$ cat config.mk
export PLATFORM = sky130hd
export DESIGN_NAME = dma_port_ctrl
export DESIGN_NICKNAME = d
export VERILOG_FILES = /design/src/rtl/dma_port_pkg.sv /design/src/rtl/dma_byte_lane.sv /design/src/rtl/dma_len_latch.sv /design/src/rtl/dma_rdy_ctrl.sv /design/src/rtl/dma_port_ctrl.sv
export SDC_FILE = /design/constraint.sdc
export NUM_CORES = 1
export LEC_CHECK = 0
export ABC_CLOCK_PERIOD_IN_PS = 1530
export BUFFER_PORTS_ARGS = -buffer_cell sky130_fd_sc_hd__clkbuf_2
export CAP_MARGIN = 0
export CORE_ASPECT_RATIO = 1.1
export CORE_UTILIZATION = 35
export DETAILED_ROUTE_END_ITERATION = 6
export GPL_TIMING_DRIVEN = 0
export PLACE_DENSITY = 0.87
export SLEW_MARGIN = 20
export SYNTH_ARGS = -nofsm -noshare
export SYNTH_HDL_FRONTEND = slang
export SYNTH_SLANG_ARGS = --single-unit
$ cat constraint.sdc
create_clock -name clk -period 1.53 [get_ports clk]
set_clock_uncertainty 0.2 [all_clocks]
set_input_delay 0.153 -clock clk [delete_from_list [all_inputs] [get_ports clk]]
set_output_delay 0.153 -clock clk [all_outputs]
set_load 0.02 [all_outputs]
$ cat src/rtl/dma_port_pkg.sv
package dma_port_pkg;
   typedef enum logic {
      DIR_OUT = 1'b0,
      DIR_IN  = 1'b1
   } buf_dir_e;

   localparam int unsigned BYTE_W = 8;
endpackage

$ cat src/rtl/dma_byte_lane.sv
module dma_byte_lane #(
   parameter int unsigned DATA_W = 16
) (
   input  logic              swap,
   input  logic [DATA_W-1:0] din,
   output logic [DATA_W-1:0] dout
);
   import dma_port_pkg::*;
   localparam int unsigned NBYTES = DATA_W / BYTE_W;

   initial begin
      if (DATA_W % BYTE_W != 0 || NBYTES < 2)
         $error("dma_byte_lane: DATA_W must be a multiple of 8 and at least 16");
   end

   logic [DATA_W-1:0] rev;

   for (genvar i = 0; i < NBYTES; i++) begin : g_lane
      assign rev[i*BYTE_W +: BYTE_W] = din[(NBYTES-1-i)*BYTE_W +: BYTE_W];
   end

   assign dout = swap ? rev : din;
endmodule

$ cat src/rtl/dma_len_latch.sv
module dma_len_latch #(
   parameter int unsigned LEN_W = 11
) (
   input  logic             clk,
   input  logic             rst_n,
   input  logic             pkt_done,
   input  logic [LEN_W-1:0] pkt_len,
   input  logic             buf_clr,
   output logic             valid,
   output logic [LEN_W-1:0] data_len
);
   always_ff @(posedge clk or negedge rst_n) begin
      if (!rst_n) begin
         valid    <= 1'b0;
         data_len <= '0;
      end else begin
         if (buf_clr)       valid <= 1'b0;
         else if (pkt_done) valid <= 1'b1;
         if (pkt_done && !buf_clr) data_len <= pkt_len;
      end
   end
endmodule

$ cat src/rtl/dma_rdy_ctrl.sv
module dma_rdy_ctrl
   import dma_port_pkg::*;
#(
   parameter int unsigned LEN_W = 11
) (
   input  logic             clk,
   input  logic             rst_n,
   input  logic             int_mode,
   input  buf_dir_e         dir,
   input  logic             rdy_clr_mode,
   input  logic             buf_clr,
   input  logic             rdy_sw_clr,
   input  logic             pkt_done,
   input  logic             pkt_short,
   input  logic [LEN_W-1:0] pkt_len,
   input  logic             rd_last,
   output logic             ready,
   output logic             irq
);
   logic drain_wait;
   logic zlp, short_data, set_rdy, clr_rdy;

   always_comb begin
      zlp        = pkt_done && pkt_short && (pkt_len == '0);
      short_data = pkt_done && pkt_short && (pkt_len != '0);
      if (int_mode)
         set_rdy = pkt_done;
      else if (dir == DIR_OUT)
         set_rdy = zlp || (rd_last && drain_wait);
      else
         set_rdy = 1'b0;
      clr_rdy = rdy_sw_clr || (buf_clr && !rdy_clr_mode);
   end

   always_ff @(posedge clk or negedge rst_n) begin
      if (!rst_n) begin
         drain_wait <= 1'b0;
         ready      <= 1'b0;
         irq        <= 1'b0;
      end else begin
         if (buf_clr || (rd_last && drain_wait))
            drain_wait <= 1'b0;
         else if (!int_mode && dir == DIR_OUT && short_data)
            drain_wait <= 1'b1;

         if (clr_rdy)      ready <= 1'b0;
         else if (set_rdy) ready <= 1'b1;

         irq <= ready;
      end
   end
endmodule

$ cat src/rtl/dma_port_ctrl.sv
module dma_port_ctrl
   import dma_port_pkg::*;
#(
   parameter int unsigned DATA_W = 16,
   parameter int unsigned LEN_W  = 11
) (
   input  logic              clk,
   input  logic              rst_n,
   input  logic              dma_en,
   input  logic              int_mode,
   input  logic              swap_en,
   input  logic              byte_mode,
   input  logic              rdy_clr_mode,
   input  logic              dir_in,
   input  logic              buf_clr,
   input  logic              rdy_sw_clr,
   input  logic              pkt_done,
   input  logic              pkt_short,
   input  logic [LEN_W-1:0]  pkt_len,
   input  logic              rd_word,
   input  logic              rd_last,
   input  logic              buf_has_data,
   input  logic              buf_has_space,
   input  logic [DATA_W-1:0] dma_wdata,
   input  logic [DATA_W-1:0] fifo_rdata,
   output logic [DATA_W-1:0] fifo_wdata,
   output logic [DATA_W-1:0] dma_rdata,
   output logic              dreq,
   output logic              ready,
   output logic              irq,
   output logic              valid,
   output logic [LEN_W-1:0]  data_len
);
   initial begin
      if (LEN_W < 1) $error("dma_port_ctrl: LEN_W must be at least 1");
   end

   buf_dir_e dir;
   logic     swap_act;
   logic     can_move;
   logic     unused_rd;

   assign dir       = dir_in ? DIR_IN : DIR_OUT;
   assign swap_act  = swap_en && !byte_mode;
   assign can_move  = (dir == DIR_IN) ? buf_has_space : buf_has_data;
   assign dreq      = dma_en && can_move;
   assign unused_rd = rd_word;

   dma_byte_lane #(.DATA_W(DATA_W)) u_wr_lane (
      .swap (swap_act),
      .din  (dma_wdata),
      .dout (fifo_wdata)
   );

   dma_byte_lane #(.DATA_W(DATA_W)) u_rd_lane (
      .swap (swap_act),
      .din  (fifo_rdata),
      .dout (dma_rdata)
   );

   dma_len_latch #(.LEN_W(LEN_W)) u_len (
      .clk      (clk),
      .rst_n    (rst_n),
      .pkt_done (pkt_done),
      .pkt_len  (pkt_len),
      .buf_clr  (buf_clr),
      .valid    (valid),
      .data_len (data_len)
   );

   dma_rdy_ctrl #(.LEN_W(LEN_W)) u_rdy (
      .clk          (clk),
      .rst_n        (rst_n),
      .int_mode     (int_mode),
      .dir          (dir),
      .rdy_clr_mode (rdy_clr_mode),
      .buf_clr      (buf_clr),
      .rdy_sw_clr   (rdy_sw_clr),
      .pkt_done     (pkt_done),
      .pkt_short    (pkt_short),
      .pkt_len      (pkt_len),
      .rd_last      (rd_last),
      .ready        (ready),
      .irq          (irq)
   );
endmodule

==> impl_metrics.toml, run 1 <==
[power_and_ir_drop]
p_switching_mw = 0.509
peakVddDrop_mv = 0.727
powerDensity_nw_per_um2 = 707
combPwrFrac_pct = 45.9
pwr-share-seq_pct = 36.4
p_sw_share_pct = 39.2
pwr-share-clk_pct = 17.7
cellInternalPower_mw = 0.790
leakagePower_nw = 1.11

[clock_tree]
clk_path_buf_depth = 2
htree_num_levels = 1
clkSinkCount = 15
cts_tree = "yes"
numCtsBuffers = 3
path_clk_slew_ns = 0.09
root_buffer = "clkbuf_4"
worstSkewPairLatency_ns = 0.28

[floorplan]
coreArea_um2 = 2800
start_util_pct = 37.5
design.die.area_um2 = 3230
die_y_um = 59.5
die_w_um = 54.3
std_cell_rows = 20
io_pins = 106

[sta]
slew_headroom_pct = 74.9
fmax_mhz = 660
finalSetupViolations = 0
min_period_over_period_pct = 99.0
grt_setup_unrepaired = "true"
finalWorstSetupSlack_ns = 0.0157
hold_viol = 0
worst_slew_pin_slew_ns = 0.377
min_period_ns = 1.51
drv_slew = 0

[cells_and_area]
layout-drive-gt1-share_pct = 46.9
antenna_cells = 0
final_nets = 335
area_delta_synth_final_pct = 74.7
num-fill-cells = 237
fin_cells = 308

[min_path]
hp-class = "primary input to register"
whs_path_depth = 3
min_to = "u_len.valid"
min_from = "pkt_done"

[detailed_routing]
detail_route.wl_per_cell_um = 12.7
first_pass_iters = 4
drc = 0
drt_wl_total_um = 3900
viasPerCell = 4.77
num_vias = 1468
ant_nets = 0
drtIter0Drc = 17

[yosys]
ys_seq_elements = 15
synth_commonest_cells = "nand2_1, dfrtp_1, mux2_2"
synth_area_leaders = "dfrtp_1, nand2_1, mux2_2"
syn-instance-count = 151
synthArstFlopShare_pct = 100
yosysMostFrequentCell = "nand2_1"
avgSynthCellArea_um2 = 6.97
synthFlopType = "dfrtp_1"
syn-cell-area_um2 = 1050
synth_edf_count = 0
synth.top_cell.area_share_pct = 35.7
ys_warn_count = 0
post-synth-top-area-cell = "dfrtp_1"
ys_types = 22
seq_area_frac_synth_pct = 35.7
syn-num-nets = 210

[setup_path]
cp_data_arrival_time_ns = 1.50
worstPathRequired_ns = 1.51
crit_chain = "dlygate4sd3_1 > nor4_4 > nand4_1 > a221oi_2"
worst-path-buf-inv = 1
cpMaxStageDelayCell = "dlygate4sd3_1"
crit_family = "buffers and inverters"
path_class = "primary input to register"
critPathMaxFanout = 2
r2r_cells = 3
critical_path.max_stage_delay_ns = 0.60
cp-start-kind = "primary input"
reg2reg_slack_ns = 0.24
r2r-start = "u_rdy.drain_wait"
worst_setup_path_end_kind = "register"
r2r_end = "u_rdy.ready"

[placed_design]
globalplace.congestion = 0.762
pre_cts_slack_ns = -0.0104
dpl.cell_count = 288
dpl.hpwl_um = 2650
io_buffers = 104

[status]
status = "finished clean"

[global_route]
overflow = 0
grt_pass1_wl_um = 5490
antenna_found_initial = 0
grt_max_degree = 16
grt.total_usage_pct = 23.7
grt_pass1_vias = 1240

[run]
max_cap_violations = 0
==> power by group through the flow <==
| stage | Combinational (mW) | Sequential, mW | Clock, mW |
|---|---|---|---|
| 6_report | 0.596 | 0.473 | 0.231 |
| 5_1_grt | 0.644 | 0.478 | 0.245 |
| 3_3_place_gp | 0.538 | 0.475 | 0 |
| 2_1_floorplan | 0.245 | 0.536 | 0 |
| 3_5_place_dp | 0.544 | 0.477 | 0 |
| 4_1_cts | 0.577 | 0.471 | 0.227 |
==> tightest hold or removal path, delay by kind of cell <==
family | cells | cell delay (ns)
buf+inv | 1 | 0.13
simple gates | 2 | 0.16
==> per-layer routing <==
metal	up-vias	part of all wire [%]	GRT usage, %	wire [um]
met2	82	53	45.8	2070
met3	6	9.2	3.08	360
met4	0	1.8	9.16	70
met1	650	36	24.6	1390
met5	-	0	0	0
li1	730	-	-	-
==> layout by cell type (no fill, tap or decap) <==
master         netlist  layout
a21oi_1              2       2
a221oi_2             1       1
a31oi_1              1       1
buf_4                1       2
clkbuf_1             4       1
clkbuf_2             0     107
clkbuf_4             0       6
dfrtp_1             15      15
dlygate4sd3_1        0      16
inv_1                1       1
mux2_1               1       1
mux2_2              10      10
mux2i_1              1       1
nand2_1             97      97
nand2b_1             2       2
nand4_1              1       1
nand4bb_1            1       1
nor2_1               2       2
nor2b_1              2       2
nor3_2               0       1
nor4_4               0       2
nor4bb_1             1       1
o21a_1               1       1
o31a_1               1       1
==> state kept, by name, indices dropped and copies added, names as in the netlist <==
signal,flops
u_rdy.ready,1
u_rdy.irq,1
u_len.data_len,11
u_len.valid,1
u_rdy.drain_wait,1
==> area by class of cell <==
class | instances | area (um2) | area share (%)
multi-input cells | 127 | 658 | 35.8
clock buffers | 4 | 26.3 | 1.43
repair buffers | 120 | 683 | 37.2
inverters | 1 | 3.75 | 0.204
flip-flops and latches | 15 | 375 | 20.4
plain buffers | 8 | 50.0 | 2.72
well taps | 33 | 41.3 | 2.25
==> repair_timing <==
| item | CTS | global route |
|---|---|---|
| setup endpoints to repair | 10 | 32 |
| setup buffers | 0 | 1 |
| hold endpoints to repair | 29 | 0 |
| pin swaps | 0 | 4 |
| resized for setup | 1 | 11 |
| hold buffers | 16 | 0 |
==> worst max path at each step <==
| stage | startpoint | endpoint | slack, ns | cells after the start |
|---|---|---|---|---|
| 6_report | pkt_len[2] | u_rdy.ready | 0.02 | 4 |
| 5_1_grt | pkt_len[2] | u_rdy.ready | -0.05 | 4 |
| 4_1_cts | pkt_len[3] | u_rdy.ready | 0.03 | 5 |
| 3_5_place_dp | byte_mode | dma_rdata[11] | -0.01 | 6 |
| 3_3_place_gp | byte_mode | dma_rdata[3] | -0.01 | 6 |
| 2_1_floorplan | byte_mode | dma_rdata[0] | 0.36 | 4 |
==> metrics by stage <==
stage	cell area, um2	total power [mW]	utilization (%)	hold slack, ns	TNS, ns
floorplan	1050	0.781	-	-0.343	0
global placement	1610	1.01	57.6	-0.120	-0.0521
detailed placement	1610	1.02	57.6	-0.116	-0.0475
CTS	1800	1.27	64.3	0.00210	0
global route	1840	1.37	65.6	0.00600	-0.0693
finish	1840	1.30	65.6	0.00608	0
==> cell families after synthesis <==
logic type	share of synthesized area [%]
muxes	12.7
DFF	35.7
buffers and inverters	3.92
and+or+nand+nor	43.2
AOI/OAI and AO/OA	4.52
No activity file was read; power rests on OpenSTA's default activity.
==> inputs of run 2 (changes only) <==
ABC_CLOCK_PERIOD_IN_PS = 1800   (was 1530)
CORE_UTILIZATION = 38   (was 35)
PLACE_DENSITY = 0.93   (was 0.87)
clock period = 1.8 ns   (was 1.53 ns; I/O delays follow)
==> run 2 against run 1 <==
  * Sequential share of layout area grew 0.18 points
  * Critical path depth did not move
  * Sequential power is 15% lower
  * Wire length is 3.9% lower
  * Non-clock buffer count rose by 3
==> impl_metrics.toml, run 2 (same netlist as run 1, synthesis figures left out) <==
[status]
status = "finished clean"

[clock_tree]
root_buffer = "clkbuf_4"
post_cts_resized = 0
worstSkewPairLatency_ns = 0.29
htree_num_levels = 1
numCtsBuffers = 3
clkSinkCount = 15
cts_tree = "yes"
clk_path_buf_depth = 2
path_clk_slew_ns = 0.09

[global_route]
grt_max_degree = 16
grt_pass1_vias = 1398
grt_pass1_wl_um = 5820
grt.total_usage_pct = 26.1
antenna_found_initial = 0
overflow = 0

[setup_path]
r2r_end = "u_rdy.ready"
cp-start-kind = "register"
critical_path.max_stage_delay_ns = 0.59
r2r_cells = 4
worstPathRequired_ns = 1.83
crit_chain = "nand2_1 > o31a_1 > a221oi_2 > dlygate4sd3_1"
critPathMaxFanout = 2
r2r-start = "u_rdy.drain_wait"
worst_setup_path_end_kind = "register"
cp_data_arrival_time_ns = 1.76
reg2reg_slack_ns = 0.07
cpMaxStageDelayCell = "dlygate4sd3_1"
path_class = "register to register"

[min_path]
hp-class = "primary input to register"
min_to = "u_len.valid"
min_from = "pkt_done"
whs_path_depth = 3

[sta]
min_period_ns = 1.73
grt_setup_unrepaired = "false"
hold_ws_ns = 0.0687
finalSetupViolations = 0
tns_ns = 0
min_period_over_period_pct = 96.4
hold_viol = 0
fmax_mhz = 577
worst_slew_pin_slew_ns = 0.404
slew_headroom_pct = 73.1
drv_slew = 0

[run]
max_cap_violations = 0

[floorplan]
die_y_um = 57.2
start_util_pct = 41.0
die_w_um = 52.2
coreArea_um2 = 2570
design.die.area_um2 = 2980
std_cell_rows = 19
io_pins = 106

[detailed_routing]
viasPerCell = 4.80
detail_route.wl_per_cell_um = 12.1
ant_nets = 0
drt_wl_total_um = 3750
drc = 0
first_pass_iters = 5
num_vias = 1483
drtIter0Drc = 30

[placed_design]
dpl.hpwl_um = 2760
io_buffers = 104
globalplace.congestion = 0.724

[power_and_ir_drop]
peakVddDrop_mv = 0.635
powerDensity_nw_per_um2 = 598
leakagePower_nw = 1.11

[cells_and_area]
top_register = "u_len.data_len"
layout_common_cells = "clkbuf_2, nand2_1, dlygate4sd3_1"
antenna_cells = 0
num-fill-cells = 228
final_common_cell = "clkbuf_2"
largest_register_ffs = 11
seq_area_um2 = 375
area_delta_synth_final_pct = 73.1
final_nets = 338
multi_input_area_um2 = 636
layout-drive-gt1-share_pct = 46.0
## run 2: critical path, delay by kind of cell, from the launching register on
| family | cells | cell delay (ns) |
|---|---|---|
| compound gates | 2 | 0.47 |
| flops | 1 | 0.35 |
| buf+inv | 1 | 0.59 |
| simple gates | 1 | 0.06 |
## run 2: timing repair
action / 4_1_cts / 5_1_grt
endpoints found under the hold margin: 29 / 0
setup endpoints to repair: 0 / 1
hold buffers: 16 / 0
setup buffers: 0 / 3
## run 2: layout make-up
class / count / area share [%]
Timing Repair Buffer: 123 / 38.6
Multi-Input combinational cell: 127 / 34.9
Sequential cell: 15 / 20.6
Tap cell: 31 / 2.13
Buffer: 8 / 2.06
Clock buffer: 3 / 1.24
Clock inverter: 1 / 0.275
Inverter: 1 / 0.206
## run 2: routing by layer
metal	global-route usage, %	up-vias	wire, um
met3	3.47	10	315
met1	24.8	656	1300
met5	0	-	0
met4	13.9	0	97
met2	51.5	82	2040
li1	-	735	-
## run 2: worst max path at each step
stage | slack [ns] | cells after the start | start | endpoint
6_report | 0.07 | 4 | u_rdy.drain_wait | u_rdy.ready
5_1_grt | 0.02 | 4 | u_rdy.drain_wait | u_rdy.ready
4_1_cts | 0.09 | 4 | u_rdy.drain_wait | u_rdy.ready
3_5_place_dp | 0.27 | 6 | byte_mode | dma_rdata[15]
3_3_place_gp | 0.28 | 6 | byte_mode | fifo_wdata[3]
2_1_floorplan | 0.57 | 4 | byte_mode | dma_rdata[0]
## run 2: power by group
| group | internal [mW] | switching (mW) | total [mW] |
|---|---|---|---|
| clock network | 0.0827 | 0.110 | 0.192 |
| logic | 0.206 | 0.290 | 0.497 |
| registers | 0.378 | 0.0222 | 0.400 |
## run 2: per-stage QoR
step	setup WS (ns)	cells	total power, mW	area, um2	util (%)
after floorplan	0.572	151	0.664	1050	-
after global placement	0.281	286	0.858	1610	62.8
after detailed placement	0.266	286	0.868	1610	62.8
after CTS	0.0928	306	1.09	1800	70.1
after global routing	0.0170	309	1.15	1820	71.0
final	0.0656	309	1.09	1820	71.0
